<file path="config.mk">
export PLATFORM = sky130hd
export DESIGN_NAME = ddr_split_ser
export DESIGN_NICKNAME = d
export VERILOG_FILES = /design/src/rtl/ddr_split_ser.sv
export SDC_FILE = /design/constraint.sdc
export NUM_CORES = 1
export LEC_CHECK = 0
export ABC_AREA = 0
export ABC_CLOCK_PERIOD_IN_PS = 1850
export CAP_MARGIN = 0
export CORE_AREA = 2 2 39 41
export CTS_BUF_LIST = sky130_fd_sc_hd__clkbuf_4 sky130_fd_sc_hd__clkbuf_8
export DETAILED_ROUTE_END_ITERATION = 6
export DIE_AREA = 0 0 41 43
export DONT_BUFFER_PORTS = 1
export GPL_ROUTABILITY_DRIVEN = 0
export GPL_TIMING_DRIVEN = 1
export PLACE_DENSITY = 0.68
export SYNTH_ARGS = -nofsm -noshare
export SYNTH_HDL_FRONTEND = slang
export SYNTH_SLANG_ARGS = --single-unit
</file>
<file path="constraint.sdc">
create_clock -name clk -period 1.85 [get_ports clk]
set_input_delay 0.2775 -clock clk [delete_from_list [all_inputs] [get_ports clk]]
set_output_delay 0.2775 -clock clk [all_outputs]
set_load 0.01 [all_outputs]
</file>
<file path="src/rtl/ddr_split_ser.sv">
module ddr_split_ser #(
  parameter int WORD_W = 8
) (
  input  logic              clk,
  input  logic              rst_n,
  input  logic              load,
  input  logic [WORD_W-1:0] din,
  output logic              dout
);
  localparam int LANE_W = WORD_W / 2;
  localparam int CNT_W  = (LANE_W > 1) ? $clog2(LANE_W) : 1;
  localparam logic [CNT_W-1:0] LAST = CNT_W'(LANE_W - 1);

  logic [LANE_W-1:0] even_sr, odd_sr, even_in, odd_in;
  logic [CNT_W-1:0]  cnt;
  logic              active;
  logic              take;

  for (genvar i = 0; i < LANE_W; i++) begin : g_split
    assign even_in[i] = din[2*i];
    assign odd_in[i]  = din[2*i+1];
  end

  assign take = load && (!active || cnt == LAST);

  always_ff @(posedge clk or negedge rst_n) begin
    if (!rst_n) begin
      even_sr <= '0;
      odd_sr  <= '0;
      cnt     <= '0;
      active  <= 1'b0;
    end else if (take) begin
      even_sr <= even_in;
      odd_sr  <= odd_in;
      cnt     <= '0;
      active  <= 1'b1;
    end else if (active) begin
      even_sr <= even_sr >> 1;
      odd_sr  <= odd_sr >> 1;
      if (cnt == LAST) begin
        active <= 1'b0;
        cnt    <= '0;
      end else begin
        cnt <= cnt + 1'b1;
      end
    end
  end

  assign dout = clk ? even_sr[0] : odd_sr[0];


  idle_low_chk: assert property (@(posedge clk) disable iff (!rst_n)
    !active |-> (even_sr == '0 && odd_sr == '0));


  capture_chk: assert property (@(posedge clk) disable iff (!rst_n)
    (load && !active) |=> (active && even_sr[0] == $past(din[0]) && odd_sr[0] == $past(din[1])));


  busy_ignore_chk: assert property (@(posedge clk) disable iff (!rst_n)
    (active && cnt != LAST) |=> (active && cnt == CNT_W'($past(cnt) + 1'b1)));


  back_to_back_chk: assert property (@(posedge clk) disable iff (!rst_n)
    (active && cnt == LAST && load) |=> (active && cnt == '0));


  drain_chk: assert property (@(posedge clk) disable iff (!rst_n)
    (active && cnt == LAST && !load) |=> !active);
endmodule

</file>
==> out/results.ini <==
[global_route]
antenna_found_initial = 0
gr-max-usage-layer = met1
grt_overflow_total = 0
first_global_vias = 436
grt.met2_usage = 0.197
met1_usage = 0.200
grt_max_degree = 18
grt_pass1_wl_um = 1790
globalRouteMet3Util = 0.115
grtUsageTotal = 0.169

[route]
finalWirelength_um = 1140
vias_per_cell = 5.74
drtIter0Drc = 19
drc_errors = 0
ant_nets = 0
avgRoutedWirePerCell_um = 16.3
first_pass_iters = 4
vias = 402

[logic_synthesis]
synth_xor_xnor_area_share = 0
syn_inst = 47
ys_ff_latch = 11
muxShareOfSynthArea = 0.0379
synth_warnings = 0
synth_area_um2 = 561
synth-simple-area-share = 0.141
seq_area_frac_synth = 0.491
synthDistinctLibCells = 17
synth_compound_area_frac = 0.261
avgSynthCellArea_um2 = 11.9
synth_adder_area_share = 0.0223
synth_top_family_by_area = compound AO/OA/AOI/OAI gates
synthesis.nets = 59

[place]
portBuffers = 0
hpwlAfterDp_um = 707
dp.cells = 60

[worst_setup_path]
crit_top_cell = clkbuf_4
path_class = clk -> out
arrival_ns = 1.45
cp-start-kind = clock port
r2r_start = active$_DFF_PN0_
path_buf_inv = 2
cp_max_fo = 2
path_cells = clkbuf_4, clkbuf_4, mux2_2
r2r_slack_ns = 0.37
crit_family = multiplexers
crit-reg2reg-capture = even_sr[1]$_DFFE_PN0P_
crit_path_end_kind = output port
crit_required_ns = 1.57
cpPeakStageDelay_ns = 0.29
critPathSlowestCell = mux2_2
r2r_cells = 3

[pwr]
seqPwrFrac = 0.407
p_leak_nw = 0.286
p_comb_frac = 0.303
internal_power_mw = 0.712
ir_worst_vdd_mv = 0.649
powerDensity_mw_per_mm2 = 1680
switching_power_mw = 0.356
clkPwrFrac = 0.291
switching_share = 0.333

[die]
design.portCount = 12
rows = 14
die_w_um = 41
dieArea_mm2 = 0.00176
initial_core_util = 0.405
fp.dieH_um = 43
core-area_mm2 = 0.00138

[flow_run]
cap_viol_max_count = 0

[hold_path]
min_from = load
min_path_type = in -> reg
worstHoldEndpoint = even_sr[3]$_DFFE_PN0P_
hold-path-cell-count = 2

[sta]
finalSetupTns_ns = 0
rsz0062_at_grt = no
worst_slew_pin_slew_ns = 0.538
slew_violations = 0
finClkSkew_ns = 0.00182
finalHoldViolations = 0
finalSetupViolations = 0
slew_headroom = 0.642

[final_layout]
area_delta_synth_final_pct = 13.6
finalNetCount = 67
n_antenna_cell = 0
fill_cells = 131
final_common_cell = dfrtp_1
drive_gt1_frac = 0.167
mostFrequentLayoutCells = dfrtp_1, clkbuf_4, nor2b_1, a211o_1, o221a_1
finalNonFillerCells = 70

[clock_tree]
cts_resized = 0
clock_latency_ns = 0.38
cts_tree = built
cts_setup_buffers = 0
clkSlewWorstSetupHoldPaths_ns = 0.07

[status]
status = finished, final reports clean

==> state kept, by name, indices dropped and copies added, names as in the netlist <==
register  flops
even_sr       4
odd_sr        4
cnt           2
active        1
==> worst max-delay path by stage <==
| stage | start | endpoint | slack (ns) | depth (start not counted) |
|---|---|---|---|---|
| after floorplan | clk | dout | 0.37 | 1 |
| after global placement | clk | dout | 0.37 | 1 |
| after detailed placement | clk | dout | 0.37 | 1 |
| after CTS | clk | dout | 0.11 | 3 |
| after global routing | clk | dout | 0.10 | 3 |
| final | clk | dout | 0.12 | 3 |
==> cell usage after synthesis, drive strengths merged <==
library cell / number / area [µm²]
clkbuf: 1 / 3.75
o221a: 6 / 67.6
nor2b: 6 / 37.5
nand3: 1 / 5.00
o21ai: 2 / 10.0
mux2i: 1 / 10.0
dfrtp: 11 / 275
ha: 1 / 12.5
a211o: 6 / 52.6
a32o: 1 / 10.0
nor2: 1 / 3.75
o22ai: 1 / 6.26
mux2: 1 / 11.3
nand2b: 3 / 21.3
nand2: 3 / 11.3
buf: 2 / 22.5
==> repair_timing <==
action / 4_1_cts / 5_1_grt
endpoints found under the setup margin: 0 / 0
hold endpoints to repair: 12 / 1
hold buffers: 2 / 1
==> routing by layer <==
layer	wire, µm	up-vias
met5	0	-
met4	7	0
met3	77	2
met2	505	16
met1	551	190
li1	-	194
==> per-stage QoR <==
step	hold slack, ns	setup WS [ns]	power [mW]	cell area, µm²	utilization
2_1_floorplan	-0.0181	0.371	0.769	561	-
3_3_place_gp	-0.0178	0.371	0.773	554	0.401
3_5_place_dp	-0.0178	0.371	0.787	554	0.401
5_1_grt	0.0370	0.101	1.16	637	0.460
6_report	0.0355	0.120	1.07	637	0.460
4_1_cts	0.00617	0.113	1.08	627	0.453
==> worst reg2reg max path, delay by kind of cell (launching register included) <==
kind	cells	cell delay, ns
flip-flops	1	0.68
AND/OR/NAND/NOR	2	0.51
AO/OA/AOI/OAI	1	0.23
==> layout make-up <==
cell class	instances	area, µm²	share of cell area
clock buffers	7	52.6	0.0825
well taps	16	20.0	0.0314
multi-input cells	33	259	0.407
flip-flops and latches	11	275	0.432
repair buffers	3	30.0	0.0472
==> power by group through the flow <==
stage	Combinational, mW	Clock [mW]	Sequential [mW]
after detailed placement	0.315	0.0356	0.436
final	0.323	0.310	0.434
after CTS	0.325	0.319	0.432
after floorplan	0.332	0.0356	0.401
after global placement	0.302	0.0356	0.436
after global routing	0.361	0.345	0.450
==> cells by family (layout without fill, tap and decap cells) <==
kind of cell,after synthesis,in the layout
buffers and inverters,3,10
flip-flops,11,11
AND/OR/NAND/NOR,14,14
adder cells (fa/ha/maj),1,1
multiplexers,2,2
AO/OA/AOI/OAI,16,16
Power figures use the tool's default switching activity.
